<file path="src/rtl/tfd_pkg.sv">
package tfd_pkg;

    localparam int unsigned TFD_CODE_W = 5;

    typedef struct packed {
        logic t2;
        logic t1;
        logic pend;
    } tone_state_t;

endpackage

</file>
<file path="src/rtl/tfd_code_reg.sv">
module tfd_code_reg #(
    parameter int unsigned W          = 5,
    parameter logic [W-1:0] RESET_CODE = '0
) (
    input  logic         clk,
    input  logic         rst_n,
    input  logic         wr_en,
    input  logic [W-1:0] wr_data,
    output logic [W-1:0] code_o
);

    typedef struct packed {
        logic [W-1:0] code;
    } reg_state_t;

    reg_state_t s_d, s_q;

    always_comb begin
        s_d = s_q;
        if (wr_en) begin
            s_d.code = wr_data;
        end
    end

    always_ff @(posedge clk or negedge rst_n) begin
        if (!rst_n) begin
            s_q.code <= RESET_CODE;
        end else begin
            s_q <= s_d;
        end
    end

    assign code_o = s_q.code;

    // the stored code changes only on a write.
    a_r7_code_hold: assert property (@(posedge clk) disable iff (!rst_n)
        !wr_en |=> $stable(code_o));

    // a write stores the code unchanged.
    a_r2_code_store: assert property (@(posedge clk) disable iff (!rst_n)
        wr_en |=> code_o == $past(wr_data));

endmodule

</file>
<file path="src/rtl/tfd_upcount.sv">
module tfd_upcount #(
    parameter int unsigned W          = 5,
    parameter logic [W-1:0] RESET_CODE = '0
) (
    input  logic         clk,
    input  logic         rst_n,
    input  logic         tick,
    input  logic [W-1:0] code_i,
    output logic         full_o
);

    localparam logic [W-1:0] ALL_ONES = {W{1'b1}};
    localparam logic [W-1:0] ONE      = {{(W-1){1'b0}}, 1'b1};

    typedef struct packed {
        logic [W-1:0] cnt;
    } cnt_state_t;

    cnt_state_t s_d, s_q;
    logic       at_top;

    assign at_top = (s_q.cnt == ALL_ONES);

    always_comb begin
        s_d = s_q;
        if (tick) begin
            if (at_top) begin
                s_d.cnt = ~code_i;
            end else begin
                s_d.cnt = s_q.cnt + ONE;
            end
        end
    end

    always_ff @(posedge clk or negedge rst_n) begin
        if (!rst_n) begin
            s_q.cnt <= ~RESET_CODE;
        end else begin
            s_q <= s_d;
        end
    end

    assign full_o = at_top;

    // without an audio clock the count is frozen.
    a_r4_no_advance: assert property (@(posedge clk) disable iff (!rst_n)
        !tick |=> $stable(s_q.cnt));

    // a tick at the top reloads the complemented code.
    a_r2_reload: assert property (@(posedge clk) disable iff (!rst_n)
        (tick && full_o) |=> (s_q.cnt == ~$past(code_i)));

    // a tick below the top steps the count by exactly one.
    a_r2_step: assert property (@(posedge clk) disable iff (!rst_n)
        (tick && !full_o) |=> (s_q.cnt == $past(s_q.cnt) + ONE));

endmodule

</file>
<file path="src/rtl/tfd_tone_seq.sv">
module tfd_tone_seq
    import tfd_pkg::*;
(
    input  logic clk,
    input  logic rst_n,
    input  logic tick,
    input  logic full_i,
    output logic tone2_o,
    output logic tone1_o
);

    tone_state_t s_d, s_q;

    always_comb begin
        s_d    = s_q;
        s_d.t2 = tick & full_i;
        s_d.t1 = tick & s_q.pend;
        if (tick) begin
            s_d.pend = full_i;
        end
    end

    always_ff @(posedge clk or negedge rst_n) begin
        if (!rst_n) begin
            s_q <= '0;
        end else begin
            s_q <= s_d;
        end
    end

    assign tone2_o = s_q.t2;
    assign tone1_o = s_q.t1;

    // the early pulse only follows an audio clock.
    a_r5_after_tick: assert property (@(posedge clk) disable iff (!rst_n)
        tone2_o |-> $past(tick));

    // the late pulse only follows an audio clock.
    a_r6_after_tick: assert property (@(posedge clk) disable iff (!rst_n)
        tone1_o |-> $past(tick));

    // the late pulse needs a pending early event.
    a_r6_needs_event: assert property (@(posedge clk) disable iff (!rst_n)
        tone1_o |-> $past(s_q.pend));

endmodule

</file>
<file path="src/rtl/tone_freq_divider.sv">
module tone_freq_divider #(
    parameter int unsigned W                = tfd_pkg::TFD_CODE_W,
    parameter logic [W-1:0] RESET_CODE       = '0
) (
    input  logic         clk,
    input  logic         rst_n,
    input  logic         tick,
    input  logic         wr_en,
    input  logic [W-1:0] wr_data,
    output logic         div_out,
    output logic         tone2_pulse,
    output logic         tone1_pulse
);

    logic [W-1:0] code;
    logic         full;

    tfd_code_reg #(.W(W), .RESET_CODE(RESET_CODE)) i_code (
        .clk     (clk),
        .rst_n   (rst_n),
        .wr_en   (wr_en),
        .wr_data (wr_data),
        .code_o  (code)
    );

    tfd_upcount #(.W(W), .RESET_CODE(RESET_CODE)) i_cnt (
        .clk    (clk),
        .rst_n  (rst_n),
        .tick   (tick),
        .code_i (code),
        .full_o (full)
    );

    tfd_tone_seq i_tone (
        .clk     (clk),
        .rst_n   (rst_n),
        .tick    (tick),
        .full_i  (full),
        .tone2_o (tone2_pulse),
        .tone1_o (tone1_pulse)
    );

    assign div_out = full;

    // with a zero code the output never drops on an audio clock.
    a_r3_zero_stays_high: assert property (@(posedge clk) disable iff (!rst_n)
        (tick && full && code == '0) |=> div_out);

endmodule

</file>
<file path="config.mk">
export PLATFORM = sky130hd
export DESIGN_NAME = tone_freq_divider
export DESIGN_NICKNAME = d
export VERILOG_FILES = /design/src/rtl/tfd_pkg.sv /design/src/rtl/tfd_code_reg.sv /design/src/rtl/tfd_upcount.sv /design/src/rtl/tfd_tone_seq.sv /design/src/rtl/tone_freq_divider.sv
export SDC_FILE = /design/constraint.sdc
export NUM_CORES = 1
export LEC_CHECK = 0
export ABC_AREA = 1
export BUFFER_PORTS_ARGS = -buffer_cell sky130_fd_sc_hd__buf_2
export CAP_MARGIN = 20
export CORE_UTILIZATION = 45
export DETAILED_ROUTE_END_ITERATION = 10
export HOLD_SLACK_MARGIN = 0.05
export PLACE_DENSITY = 0.67
export SETUP_SLACK_MARGIN = 0.5
export SKIP_CTS_REPAIR_TIMING = 1
export SYNTH_ARGS = -nofsm -noshare
export SYNTH_HDL_FRONTEND = slang
export SYNTH_SLANG_ARGS = --single-unit
</file>
<file path="constraint.sdc">
create_clock -name clk -period 2.3 [get_ports clk]
set_input_delay 0.115 -clock clk [delete_from_list [all_inputs] [get_ports clk]]
set_output_delay 0.115 -clock clk [all_outputs]
set_load 0.02 [all_outputs]
</file>
==> results of run 1 <==
-- cell type report --
type	instances	area, um2	share of cell area (%)
inverter	10	37.5	4.97
tap	14	17.5	2.32
clock buffer	4	26.3	3.48
sequential	13	332	43.9
multi-input combinational	38	238	31.5
timing repair buffer	17	105	13.9
-- state kept, by name, indices dropped and copies added, names as in the netlist --
register / count
i_cnt.s_q: 5
i_code.code_o: 5
i_tone.s_q: 1
i_tone.tone1_o: 1
i_tone.tone2_o: 1
-- kinds of logic (layout without fill, tap and decap cells) --
group	after synthesis	after routing	share of synthesized area, %
simple gates	17	17	11.5
buf+inv	11	31	7.99
mux	4	4	7.38
compound gates	14	14	12.7
fa+ha+maj	3	3	6.15
flops	13	13	54.3
-- routing by layer --
layer / up-vias / wire length (um)
li1: 241 / -
met3: 2 / 45
met1: 217 / 479
met2: 12 / 499
met4: 0 / 11
met5: - / 0
-- per-stage QoR --
| stage | std cells | area (um2) | util [%] | hold WS (ns) |
|---|---|---|---|---|
| final | 96 | 756 | 63.7 | 0.0476 |
| after global routing | 96 | 756 | 63.7 | 0.0551 |
| after CTS | 90 | 698 | 58.9 | -0.284 |
| after detailed placement | 86 | 672 | 56.6 | 0.0175 |
| after global placement | 86 | 672 | 56.6 | 0.0165 |
| after floorplan | 62 | 611 | - | -0.181 |
-- cells in the mapped netlist --
cell type	count
sky130_fd_sc_hd__dfstp_2	5
sky130_fd_sc_hd__buf_6	1
sky130_fd_sc_hd__inv_2	2
sky130_fd_sc_hd__dfrtp_1	8
sky130_fd_sc_hd__o21ai_1	2
sky130_fd_sc_hd__nand4_1	1
sky130_fd_sc_hd__a21oi_1	4
sky130_fd_sc_hd__inv_1	8
sky130_fd_sc_hd__o21ai_0	6
sky130_fd_sc_hd__mux2_2	4
sky130_fd_sc_hd__nand3_1	2
sky130_fd_sc_hd__nor3_1	1
sky130_fd_sc_hd__a21oi_2	2
sky130_fd_sc_hd__nand2_1	13
sky130_fd_sc_hd__ha_1	3
-- worst min-delay path by stage --
| stage | slack (ns) | endpoint | cells after the start |
|---|---|---|---|
| after global routing | 0.06 | i_code.code_o[4] | 2 |
| after detailed placement | 0.02 | i_tone.tone1_o | 1 |
| after floorplan | -0.18 | i_code.code_o[0] | 0 |
| after CTS | -0.28 | i_code.code_o[3] | 1 |
| final | 0.05 | i_code.code_o[2] | 3 |
| after global placement | 0.02 | i_tone.tone1_o | 1 |
-- where the power goes --
group	switching [mW]	internal, mW
clock network	0.0711	0.0671
registers	0.0374	0.295
logic	0.0670	0.0536
total	0.175	0.416
-- worst max-delay path, cell delays in order (launching register included) --
cell and delay, ns:
sky130_fd_sc_hd__dfstp_2 0.57, sky130_fd_sc_hd__ha_1 0.14, sky130_fd_sc_hd__inv_1 0.06, sky130_fd_sc_hd__nor3_2 0.16, sky130_fd_sc_hd__ha_2 0.23, sky130_fd_sc_hd__buf_2 0.16
==> impl_metrics.yaml, run 1 <==
run_status:
  run_status: "completed"
grt:
  global_route.usage.met1_pct: 20.2
  grt_first_pass_wirelength_um: 1640
  overflow: 0
  grt_pass1_vias: 400
  grt_antenna_before_repair: 0
  grt_util_met2_pct: 25.4
  grt_usage_pct: 17.1
  globalRouteMet3Util_pct: 5.20
  largest_net_degree_at_the_start_of_global_routing: 14
  grt_most_used_layer: "met2"
placed_design:
  number_of_buffers_added_on_ports: 11
  place.gp.congestion: 0.721
  dpl_ws_ns: 0.512
  post_dp_hpwl_um: 714
floorplanning:
  initial_core_util_pct: 51.5
  die_width_um: 38.8
  io-pin-count: 12
  core_area_um2: 1190
  std_cell_rows: 12
  die_height_um: 38.8
  floorplan.die_area_um2: 1510
cts:
  clk_root_buffer_cell: "sky130_fd_sc_hd__clkbuf_4"
  clock_tree.buffer_depth: 2
  cts-buffers-inserted: 3
  cts-htree-levels: 1
  cts_tree: "yes"
  clock_sinks: 13
  clkSlewWorstSetupHoldPaths_ns: 0.08
  clk-insertion-delay-late_ns: 0.27
drt:
  initialDrtViolationCount: 3
  wl_um: 1040
  num_vias: 472
  viasPerCell: 4.92
  route.detailed.wl_per_inst_um: 10.8
  detailedRoute.firstPassIterationCount: 4
  post-route-drc-count: 0
  route.antenna.remaining_nets: 0
sta:
  max_freq_mhz: 588
  timing.final.hold_violations: 0
  timing.clock.skew_ns: 0.00313
  final_critical_path_setup_slack_ns: 0.601
  worst_pin_slew_ns: 0.287
  slew_violations: 0
  maxSlewHeadroom_pct: 80.9
  final.setup.tns_ns: 0
  grt_setup_unrepaired: "no"
  finalSetupViolations: 0
  min_period_ns: 1.70
  fin_crit_sh_pct: 73.9
yosys:
  synth_area_leader_cell: "sky130_fd_sc_hd__dfrtp_1"
  mappedNetlistNets: 74
  average_cell_area_after_synthesis_um2: 9.85
  netlist_top_cells_area: "sky130_fd_sc_hd__dfrtp_1, sky130_fd_sc_hd__dfstp_2, sky130_fd_sc_hd__nand2_1, sky130_fd_sc_hd__mux2_2, sky130_fd_sc_hd__ha_1"
  syn-cell-area_um2: 611
  ys_seq_elements: 13
  post-synth-top-area-fraction_pct: 32.8
  netlist_instances: 62
  synth-warning-count: 0
  distinct_cells_synth: 15
  yosysSeqAreaShare_pct: 54.3
setup_path:
  maximum_fanout_encountered_on_the_critical_timing_path: 4
  critPathLaunch: "i_cnt.s_q[1]"
  timing.critical_path.to_type: "primary output"
  worst_setup_path_start_kind: "flop"
  critPathCapture: "div_out"
  regToRegEndpoint: "i_cnt.s_q[2]"
  r2r_start: "i_cnt.s_q[1]"
  worst-endpoint-arrival_ns: 1.58
  setup_cp_type: "reg2out"
  r2r_setup_slack_ns: 0.64
  required_ns: 2.18
  ff2ff_path_depth: 10
finish:
  most-common-layout-cells: "sky130_fd_sc_hd__nand2_1, sky130_fd_sc_hd__buf_2, sky130_fd_sc_hd__inv_1, sky130_fd_sc_hd__dfrtp_1, sky130_fd_sc_hd__o21ai_0"
  layout.cells.most_common: "sky130_fd_sc_hd__nand2_1"
  nNetsFinal: 95
  final_layout_size_suffix_gt1_share_pct: 40.2
  antenna-diode-count: 0
  filler_cell_count: 116
  area_growth_pct: 23.8
power:
  cellLeakagePower_nw: 0.396
  pwr_density_cell_nw_per_um2: 782
  p_total_mw: 0.591
  ir_worst_vdd_v: 0.000413
worst_hold_path:
  holdCritStartpoint: "wr_data[2]"
  worst_min_delay_path_class: "in2reg"
job:
  count_of_max_cap_constraint_violations: 0
No activity file was read; power rests on OpenSTA's default activity.
==> inputs of run 2 (changes only) <==
- ABC_AREA: 1 -> 0
- PLACE_DENSITY: 0.67 -> 0.7
- clock period: 2.3 -> 1.5 ns (I/O delays scaled with it)
==> impl_metrics.yaml, run 2 <==
setup_path:
  r2r_start: "i_cnt.s_q[1]"
  r2r_setup_slack_ns: -0.07
  maximum_fanout_encountered_on_the_critical_timing_path: 7
  timing.critical_path.to_type: "flop"
  ff2ff_path_depth: 6
  setup_cp_type: "reg2reg"
  worst_setup_path_start_kind: "flop"
  worst-endpoint-arrival_ns: 1.77
  required_ns: 1.69
  regToRegEndpoint: "i_cnt.s_q[4]"
sta:
  final.setup.tns_ns: -0.175
  final_critical_path_setup_slack_ns: -0.0742
  finalSetupViolations: 5
  worst_pin_slew_ns: 0.294
  min_period_ns: 1.57
  maxSlewHeadroom_pct: 80.4
  grt_setup_unrepaired: "yes"
  fin_crit_sh_pct: 105
  timing.final.hold_violations: 0
  slew_violations: 0
  timing.clock.skew_ns: 0.00472
  max_freq_mhz: 635
finish:
  final_layout_size_suffix_gt1_share_pct: 40.8
  antenna-diode-count: 0
  multi_input_area_um2: 282
  area.sequential_um2: 332
  area_growth_pct: 35.2
  utilization_pct: 69.3
  nNetsFinal: 89
  filler_cell_count: 93
  layout.cells.most_common: "sky130_fd_sc_hd__buf_2"
  most-common-layout-cells: "sky130_fd_sc_hd__buf_2, sky130_fd_sc_hd__dfrtp_1, sky130_fd_sc_hd__nand2_1"
run_status:
  failed_checks: "negative setup slack"
  run_status: "finished with violations"
yosys:
  mappedNetlistNets: 67
  synth_xor_xnor_area_share_pct: 0
  post-synth-top-area-fraction_pct: 32.9
  asyncSetResetFlopFracSynth_pct: 100
  post_synthesis_simple_gate_area_fraction_pct: 10.3
  post_synth_fa_ha_maj_area_fraction_pct: 6.17
  average_cell_area_after_synthesis_um2: 11.1
  yosysMostFrequentCell: "sky130_fd_sc_hd__dfrtp_1"
  area_fraction_in_compound_gates_after_synthesis_pct: 12.1
  yosysSeqAreaShare_pct: 54.5
  synth_top_family_by_area: "compound AO/OA/AOI/OAI gates"
  synth-edff-count: 0
  synth_area_leader_cell: "sky130_fd_sc_hd__dfrtp_1"
  ys_seq_elements: 13
  netlist_top_cells_area: "sky130_fd_sc_hd__dfrtp_1, sky130_fd_sc_hd__dfstp_2, sky130_fd_sc_hd__mux2_2, sky130_fd_sc_hd__ha_1, sky130_fd_sc_hd__nand2_1"
  synth_flop_cell: "sky130_fd_sc_hd__dfrtp_1"
  distinct_cells_synth: 20
  synth_mux_area_share_pct: 10.7
  synthTopCellsByCount: "sky130_fd_sc_hd__dfrtp_1, sky130_fd_sc_hd__nand2_1, sky130_fd_sc_hd__dfstp_2, sky130_fd_sc_hd__inv_1"
  netlist_instances: 55
  synth-warning-count: 0
  syn-cell-area_um2: 608
cts:
  clk_root_buffer_cell: "sky130_fd_sc_hd__clkbuf_4"
  cts_tree: "yes"
  cts-htree-levels: 1
  cts-buffers-inserted: 3
  clock_sinks: 13
  clkSlewWorstSetupHoldPaths_ns: 0.08
  clk-insertion-delay-late_ns: 0.27
  clock_tree.buffer_depth: 2
power:
  ir_worst_vdd_v: 0.000866
  pwr_density_cell_nw_per_um2: 1610
  cellLeakagePower_nw: 0.374
drt:
  detailedRoute.firstPassIterationCount: 4
  initialDrtViolationCount: 8
  num_vias: 451
  route.antenna.remaining_nets: 0
  route.detailed.wl_per_inst_um: 12.2
  viasPerCell: 5.01
  post-route-drc-count: 0
  wl_um: 1090
floorplanning:
  die_height_um: 38.8
  io-pin-count: 12
  core_area_um2: 1190
  std_cell_rows: 12
  initial_core_util_pct: 51.3
  floorplan.die_area_um2: 1500
  die_width_um: 38.8
grt:
  grt_antenna_before_repair: 0
  grt_first_pass_wirelength_um: 1720
  overflow: 0
  grt_pass1_vias: 395
  grt_usage_pct: 17.4
  largest_net_degree_at_the_start_of_global_routing: 14
placed_design:
  post_dp_hpwl_um: 697
  place.gp.congestion: 0.708
  number_of_buffers_added_on_ports: 11
worst_hold_path:
  hold_path_depth: 3
  holdCritStartpoint: "wr_data[4]"
  worst_min_delay_path_class: "in2reg"
  timing.hold.worst_endpoint: "i_code.code_o[4]"
job:
  count_of_max_cap_constraint_violations: 0
[run 2: critical path: stages (launching register included)]
cell,delay (ns)
sky130_fd_sc_hd__dfstp_2,0.58
sky130_fd_sc_hd__ha_4,0.15
sky130_fd_sc_hd__and3_4,0.18
sky130_fd_sc_hd__ha_4,0.16
sky130_fd_sc_hd__buf_12,0.12
sky130_fd_sc_hd__mux2i_1,0.22
sky130_fd_sc_hd__a21oi_1,0.09
[run 2: cells by family (layout without fill, tap and decap cells)]
family                     count (synthesis)  after routing
adders and majority gates                  3              3
AOI/OAI and AO/OA                         12             12
muxes                                      6              6
DFF                                       13             13
and+or+nand+nor                           14             14
buffers and inverters                      7             28
[run 2: per-layer routing]
metal / up-vias / GRT usage [%] / wire (um)
met5: - / 0 / 0
met4: 0 / 12.9 / 11
met3: 2 / 3.47 / 22
met2: 11 / 25.8 / 552
met1: 208 / 22.0 / 508
li1: 230 / - / -
[run 2: metrics by stage]
| stage | area [um2] | setup slack, ns | hold slack, ns | power (mW) | instances |
|---|---|---|---|---|---|
| 5_1_grt | 822 | -0.135 | 0.0533 | 1.43 | 90 |
| 4_1_cts | 718 | -0.143 | -0.321 | 1.21 | 82 |
| 3_3_place_gp | 692 | 0.0584 | -0.0309 | 0.988 | 78 |
| 2_1_floorplan | 638 | -0.00708 | -0.221 | 0.916 | 55 |
| 3_5_place_dp | 692 | 0.0315 | -0.0251 | 0.998 | 78 |
| 6_report | 822 | -0.0742 | 0.0272 | 1.32 | 90 |
[run 2: worst max-delay path by stage]
stage	start	endpoint	slack (ns)	cells past startpoint
floorplan	i_cnt.s_q[0]	i_cnt.s_q[3]	-0.007	7
global placement	i_cnt.s_q[1]	i_cnt.s_q[3]	0.06	6
detailed placement	i_cnt.s_q[0]	i_cnt.s_q[3]	0.03	6
CTS	i_cnt.s_q[0]	div_out	-0.14	4
global route	i_cnt.s_q[1]	i_cnt.s_q[4]	-0.13	6
finish	i_cnt.s_q[1]	i_cnt.s_q[4]	-0.07	6
[run 2: power by group]
group          internal, mW  total [mW]  switching [mW]
Combinational         0.293       0.515           0.222
Clock                 0.103       0.208           0.105
Sequential            0.495       0.601           0.105
[run 2: area by class of cell]
type	instances	area share [%]
inverter	5	2.28
multi-input combinational	35	34.2
clock buffer	4	3.20
timing repair buffer	19	17.8
tap	14	2.13
sequential	13	40.3
